$ cat src/rtl/pcl_pkg.sv
package pcl_pkg;

    localparam int INSN_W     = 32;
    localparam int CAP_W      = 129;
    localparam int ADDR_W     = 64;
    localparam int RIDX_W     = 5;
    localparam int IMM_W      = 17;
    localparam int IMM_LSB    = RIDX_W;
    localparam int OPC_W      = INSN_W - IMM_W - RIDX_W;
    localparam int OPC_LSB    = IMM_LSB + IMM_W;
    localparam int ACC_BYTES  = 16;
    localparam int SCALE_SH   = $clog2(ACC_BYTES);
    localparam int SIZE_W     = $clog2(ACC_BYTES) + 1;
    localparam int TAG_BIT    = CAP_W - 1;
    localparam int PERM_W     = 16;
    localparam int PERM_LSB   = 112;
    localparam int PERM_LOAD_IDX    = 0;
    localparam int PERM_LOADCAP_IDX = 2;
    localparam int LOADCAP_BIT      = PERM_LSB + PERM_LOADCAP_IDX;

    localparam logic [OPC_W-1:0] OPC_LDCAP_PCREL = 10'b1000001000;

    typedef enum logic [2:0] {
        ST_IDLE,
        ST_CHECK,
        ST_READ,
        ST_WB,
        ST_FAULT
    } state_e;

    typedef enum logic [1:0] {
        FC_NONE     = 2'd0,
        FC_DISABLED = 2'd1,
        FC_DENIED   = 2'd2,
        FC_UNDEF    = 2'd3
    } fcause_e;

    typedef struct packed {
        logic              hit;
        logic [RIDX_W-1:0] rd;
        logic [ADDR_W-1:0] ea;
    } dec_t;

    function automatic logic [ADDR_W-1:0] scaled_offset(input logic [IMM_W-1:0] imm);
        logic [IMM_W+SCALE_SH-1:0] raw;
        raw = {imm, {SCALE_SH{1'b0}}};
        return {{(ADDR_W-IMM_W-SCALE_SH){imm[IMM_W-1]}}, raw};
    endfunction

    function automatic logic [ADDR_W-1:0] align_down(input logic [ADDR_W-1:0] a);
        return {a[ADDR_W-1:SCALE_SH], {SCALE_SH{1'b0}}};
    endfunction

    function automatic logic [PERM_W-1:0] load_perm_mask();
        logic [PERM_W-1:0] m;
        m = '0;
        m[PERM_LOAD_IDX] = 1'b1;
        return m;
    endfunction

endpackage

$ cat src/rtl/pcl_decode.sv
module pcl_decode
    import pcl_pkg::*;
(
    input  logic [INSN_W-1:0] insn,
    input  logic [ADDR_W-1:0] base_addr,
    output dec_t              dec
);
    logic [OPC_W-1:0]  opc;
    logic [IMM_W-1:0]  imm;
    logic [ADDR_W-1:0] sum;

    always_comb begin
        opc     = insn[OPC_LSB +: OPC_W];
        imm     = insn[IMM_LSB +: IMM_W];
        sum     = base_addr + scaled_offset(imm);
        dec.hit = (opc == OPC_LDCAP_PCREL);
        dec.rd  = insn[RIDX_W-1:0];
        dec.ea  = align_down(sum);
    end
endmodule

$ cat src/rtl/pcl_squash.sv
module pcl_squash
    import pcl_pkg::*;
#(
    parameter bit SQUASH_ON = 1'b1
) (
    input  logic [CAP_W-1:0] loaded,
    input  logic             auth_loadcap,
    output logic [CAP_W-1:0] result
);
    generate
        if (SQUASH_ON) begin : g_squash
            always_comb begin
                result          = loaded;
                result[TAG_BIT] = loaded[TAG_BIT] & auth_loadcap;
            end
        end else begin : g_pass
            logic unused_auth;
            assign unused_auth = auth_loadcap;
            assign result = loaded;
        end
    endgenerate
endmodule

$ cat src/rtl/pcl_ctrl.sv
module pcl_ctrl
    import pcl_pkg::*;
(
    input  logic    clk,
    input  logic    rst,
    input  logic    start,
    input  logic    dec_hit,
    input  logic    cap_en,
    input  logic    chk_ack,
    input  logic    chk_ok,
    input  logic    mem_ack,
    output state_e  state,
    output fcause_e cause,
    output logic    accept
);
    state_e  state_d;
    fcause_e cause_q, cause_d;

    assign accept = start && (state == ST_IDLE);

    always_comb begin
        state_d = state;
        cause_d = cause_q;
        case (state)
            ST_IDLE: begin
                if (start) begin
                    if (!dec_hit) begin
                        state_d = ST_FAULT;
                        cause_d = FC_UNDEF;
                    end else if (!cap_en) begin
                        state_d = ST_FAULT;
                        cause_d = FC_DISABLED;
                    end else begin
                        state_d = ST_CHECK;
                        cause_d = FC_NONE;
                    end
                end
            end
            ST_CHECK: begin
                if (chk_ack) begin
                    if (chk_ok) begin
                        state_d = ST_READ;
                    end else begin
                        state_d = ST_FAULT;
                        cause_d = FC_DENIED;
                    end
                end
            end
            ST_READ:  if (mem_ack) state_d = ST_WB;
            ST_WB:    state_d = ST_IDLE;
            ST_FAULT: state_d = ST_IDLE;
            default:  state_d = ST_IDLE;
        endcase
    end

    always_ff @(posedge clk) begin
        if (rst) begin
            state   <= ST_IDLE;
            cause_q <= FC_NONE;
        end else begin
            state   <= state_d;
            cause_q <= cause_d;
        end
    end

    assign cause = (state == ST_FAULT) ? cause_q : FC_NONE;
endmodule

$ cat src/rtl/pcl_capload.sv
module pcl_capload
    import pcl_pkg::*;
(
    input  logic                 clk,
    input  logic                 rst,
    input  logic                 start,
    input  logic [INSN_W-1:0]    insn,
    input  logic [CAP_W-1:0]     pcc,
    input  logic                 cap_en,
    output logic                 busy,
    output logic                 chk_req,
    output logic [ADDR_W-1:0]    chk_addr,
    output logic [SIZE_W-1:0]    chk_size,
    output logic [PERM_W-1:0]    chk_perm,
    output logic [CAP_W-1:0]     chk_cap,
    input  logic                 chk_ack,
    input  logic                 chk_ok,
    output logic                 mem_req,
    output logic [ADDR_W-1:0]    mem_addr,
    input  logic                 mem_ack,
    input  logic [CAP_W-1:0]     mem_rdata,
    output logic                 rf_we,
    output logic [RIDX_W-1:0]    rf_idx,
    output logic [CAP_W-1:0]     rf_wdata,
    output logic                 done,
    output logic                 fault,
    output logic [1:0]           fault_cause
);
    dec_t             dec;
    state_e           state;
    fcause_e          cause;
    logic             accept;
    logic [CAP_W-1:0] pcc_q;
    logic [ADDR_W-1:0] ea_q;
    logic [RIDX_W-1:0] rd_q;
    logic [CAP_W-1:0] data_q;
    logic [CAP_W-1:0] squashed;

    pcl_decode u_dec (
        .insn      (insn),
        .base_addr (pcc[ADDR_W-1:0]),
        .dec       (dec)
    );

    pcl_ctrl u_ctrl (
        .clk     (clk),
        .rst     (rst),
        .start   (start),
        .dec_hit (dec.hit),
        .cap_en  (cap_en),
        .chk_ack (chk_ack),
        .chk_ok  (chk_ok),
        .mem_ack (mem_ack),
        .state   (state),
        .cause   (cause),
        .accept  (accept)
    );

    pcl_squash #(.SQUASH_ON(1'b1)) u_sq (
        .loaded       (mem_rdata),
        .auth_loadcap (pcc_q[LOADCAP_BIT]),
        .result       (squashed)
    );

    always_ff @(posedge clk) begin
        if (rst) begin
            pcc_q  <= '0;
            ea_q   <= '0;
            rd_q   <= '0;
            data_q <= '0;
        end else begin
            if (accept) begin
                pcc_q <= pcc;
                ea_q  <= dec.ea;
                rd_q  <= dec.rd;
            end
            if (state == ST_READ && mem_ack) begin
                data_q <= squashed;
            end
        end
    end

    assign busy        = (state != ST_IDLE);
    assign chk_req     = (state == ST_CHECK);
    assign chk_addr    = ea_q;
    assign chk_size    = SIZE_W'(ACC_BYTES);
    assign chk_perm    = load_perm_mask();
    assign chk_cap     = pcc_q;
    assign mem_req     = (state == ST_READ);
    assign mem_addr    = ea_q;
    assign rf_we       = (state == ST_WB);
    assign rf_idx      = rd_q;
    assign rf_wdata    = data_q;
    assign done        = (state == ST_WB) || (state == ST_FAULT);
    assign fault       = (state == ST_FAULT);
    assign fault_cause = cause;
endmodule

$ cat config.mk
export PLATFORM = sky130hd
export DESIGN_NAME = pcl_capload
export DESIGN_NICKNAME = d
export VERILOG_FILES = /design/src/rtl/pcl_pkg.sv /design/src/rtl/pcl_decode.sv /design/src/rtl/pcl_squash.sv /design/src/rtl/pcl_ctrl.sv /design/src/rtl/pcl_capload.sv
export SDC_FILE = /design/constraint.sdc
export NUM_CORES = 1
export LEC_CHECK = 0
export BUFFER_PORTS_ARGS = -buffer_cell sky130_fd_sc_hd__buf_2
export CORE_AREA = 8 8 277 279
export DETAILED_ROUTE_END_ITERATION = 6
export DIE_AREA = 0 0 285 287
export GPL_TIMING_DRIVEN = 0
export SLEW_MARGIN = 20
export SYNTH_ARGS = -nofsm -noshare
export SYNTH_HDL_FRONTEND = slang
export SYNTH_SLANG_ARGS = --single-unit
$ cat constraint.sdc
create_clock -name clk -period 5.4 [get_ports clk]
set_clock_uncertainty 0.05 [all_clocks]
set_input_delay 0.81 -clock clk [delete_from_list [all_inputs] [get_ports clk]]
set_output_delay 0.81 -clock clk [all_outputs]
set_load 0.02 [all_outputs]
==> metrics <==
dpl cells 3,726; Max-cap violations 0; min Tclk post-route 4.18 ns; hpwl dp 63.8 mm; storage element area 6570 sq um; DR vias 17,100; PwrDens 319 nW/um^2; worst r2r dst chk_cap[115]; Syn Inst Count 2,054; Yosys cell types 73; #FFs+latches synth 328; Buffers on Ports 686; remaining global-route overflow 0; GPL Wtd Cong 0.953; Final Slew Violations 0; setup repair after global routing missed its margin no; Multi-input gate area 7770 sq um; Avg Vias per Cell 4.49; dominant cell type by area after synthesis dfxtp_1; Worst R2R Setup Slack 1.89 ns; worst setup margin 1.22 ns; Reg2Reg Depth 8; Starting Density 21.5%; switching share of power 31.8%; clock sink total 328; Slowest cell on crit path buf_2; H-Tree Depth 2; crit-path leading delay family compound AO/OA/AOI/OAI gates; Slew headroom 30.3%; Critical Path Sink chk_addr[63]; Fillers 7,996; final hold violation count 0; Async SR Flop Fraction 0%; cts bufs inserted 39; Internal Power 0.00472 W; Die W 285 microns; worst setup path class in2reg; most common cell in the netlist nand2_1; final setup vio count 0; nets 3,165; post-cts sizing count 0; CP Data Arrival Time 4.59 ns; share of cells above drive strength 1 30.6%; crit path launch insn[21]; Worst path most repeated cell a21o_1; Commonest cells post-synth 661 x nand2_1, 366 x a21oi_1, 328 x dfxtp_1, 115 x clkbuf_1, 90 x buf_4; DRT Pass-1 Iters 7; post-layout util 30.0%; post-route DRC violation count 0; leak pwr 10.0 nW; Top FF cell, synth dfxtp_1; Skew-Pair Late Insertion Delay 0.56 ns; combinational share of power 21.7%; Synth Cell Area 15,600 sq um; row count 99; CP Cell Sequence buf_2 > ha_1 > a21o_1 > a21o_1 > a21o_1 > a311o_1 > nor3_2 > o21bai_1 > a31oi_1 > xnor2_1 > a211oi_1; DRT Wirelength 77.7 mm; Avg WL per Cell 20.4 microns; Die ar. 81,800 sq um; critical path fanouts, max 44; share of the synthesized area in the top cell type 42.1%; CTS Root Cell clkbuf_16; VDD IR max 183 uV; WP data required 5.80 ns; gr usage total 17.7%; CTS Buffer Depth 3; register area share after synthesis 42.1%; sequential share of power 38.2%; CP Depth 11; Starting DRT DRC Count 1,114; reg2reg start u_ctrl.state[2]; CP peak stage delay 0.77 ns; CP startpoint kind input pin; Clk network pwr share 40.1%; first-pass GRT wire length 110 mm; worst hold path class reg2reg; CTS tree yes; Post-Place Worst Slack 0.733 ns; Buf/Inv on CP 1; largest net degree at the start of global routing 45; area of placed instances 20,300 sq um; Worst Tran Pin Value 1.05 ns; Setup crit end kind flop; Post-CTS Repair Setup Buffers 0; Core ar. 72,300 sq um; Die H 287 microns; EDFF count, synth 0; Ports 717; final cell count without fillers 3,808; setup TNS 0 ns; Syn Area/Cell 7.59 sq um; antenna-violating nets left 0; antenna violations before repair 18; period utilization 77.5%; area grow syn2layout 39.2%; Area contributors post-synth dfxtp_1 42%, nand2_1 16%, a21oi_1 12%, ha_1 4.7%, buf_4 4.3%; Final Instance Area 21,700 sq um; fmax 239 MHz; Sw Pwr 0.00220 W; CTS Hold Buffers Added 0; vias in the first global route 16,400; Synth warnings 0; clk slew on worst S/H paths 0.06 ns; outcome finished, final reports clean
-- logic make-up after synthesis --
family / synth area share (%)
AOI/OAI and AO/OA: 20.1
xor gates and xnor gates: 2.64
adders and majority gates: 4.87
buffers and inverters: 8.63
DFF: 42.1
muxes: 0.128
other: 0.0482
and+or+nand+nor: 21.4
-- cell usage in the layout, fill, tap and decap left out, types with 6 or more instances in the layout --
| cell | instances |
|---|---|
| a211oi_1 | 18 |
| a21o_1 | 29 |
| a21oi_1 | 366 |
| a31oi_1 | 8 |
| buf_2 | 686 |
| buf_4 | 90 |
| clkbuf_1 | 118 |
| clkbuf_16 | 39 |
| clkbuf_8 | 9 |
| clkinv_2 | 8 |
| conb_1 | 29 |
| dfxtp_1 | 328 |
| diode_2 | 13 |
| ha_1 | 59 |
| inv_1 | 23 |
| nand2_1 | 660 |
| nand3_1 | 17 |
| nand4_1 | 26 |
| nor2_1 | 52 |
| nor3_1 | 17 |
| o21a_1 | 9 |
| o21ai_0 | 56 |
| o21bai_1 | 17 |
| o31ai_1 | 6 |
| xnor2_1 | 25 |
| xor2_1 | 22 |
-- metal layers --
layer,part of all wire [%],global-route usage [%],vias to the layer above,wire (microns)
met3,9.8,6.28,103,7640
met2,44,27.4,676,34400
met4,2.6,4.79,4,2050
met5,0.033,0,-,26
li1,-,-,8336,-
met1,43,23.2,7994,33600
-- flip-flops by register name (all words and copies together) (netlist names) --
| signal | cells |
|---|---|
| chk_addr | 60 |
| chk_cap | 129 |
| rf_idx | 5 |
| rf_wdata | 129 |
| u_ctrl.cause_q | 2 |
| u_ctrl.state | 3 |
-- worst reg2reg max path: stages (launching register included) --
cell	delay (ns)
dfxtp_1	0.30
clkbuf_1	0.19
nor3_1	0.45
inv_1	0.16
nor2_2	0.57
clkbuf_2	0.65
clkbuf_1	0.73
nand2_1	0.17
a21oi_1	0.16
-- worst min-delay path by stage --
stage | slack (ns) | to | cells after the start | startpoint
after global placement | 0.39 | chk_cap[6] | 2 | chk_cap[6]
final | 0.40 | chk_cap[84] | 2 | chk_cap[84]
after detailed placement | 0.39 | chk_cap[0] | 2 | chk_cap[0]
after floorplan | 0.40 | chk_cap[114] | 2 | chk_cap[114]
after CTS | 0.39 | rf_wdata[95] | 3 | mem_rdata[95]
after global routing | 0.40 | rf_wdata[123] | 3 | mem_rdata[123]
-- power groups by stage --
stage / combinational, W / clock (W) / sequential (W)
floorplan: 0.000781 / 0 / 0.00282
finish: 0.00151 / 0.00277 / 0.00264
detailed placement: 0.00151 / 0 / 0.00270
global placement: 0.00151 / 0 / 0.00269
CTS: 0.00152 / 0.00284 / 0.00264
global route: 0.00164 / 0.00293 / 0.00266
-- area by class of cell --
| type | count | area share [%] |
|---|---|---|
| Multi-Input combinational cell | 1511 | 35.9 |
| Buffer | 219 | 5.82 |
| Antenna cell | 13 | 0.150 |
| Clock buffer | 52 | 5.05 |
| Timing Repair Buffer | 686 | 15.8 |
| Inverter | 23 | 0.398 |
| Tap cell | 959 | 5.53 |
| Clock inverter | 17 | 1.07 |
| Sequential cell | 328 | 30.3 |
-- metrics by stage --
step / total power, W / hold WS, ns
after floorplan: 0.00360 / 0.400
after global placement: 0.00420 / 0.389
after detailed placement: 0.00421 / 0.393
after CTS: 0.00700 / 0.387
after global routing: 0.00723 / 0.399
final: 0.00692 / 0.400
Power figures use the tool's default switching activity.
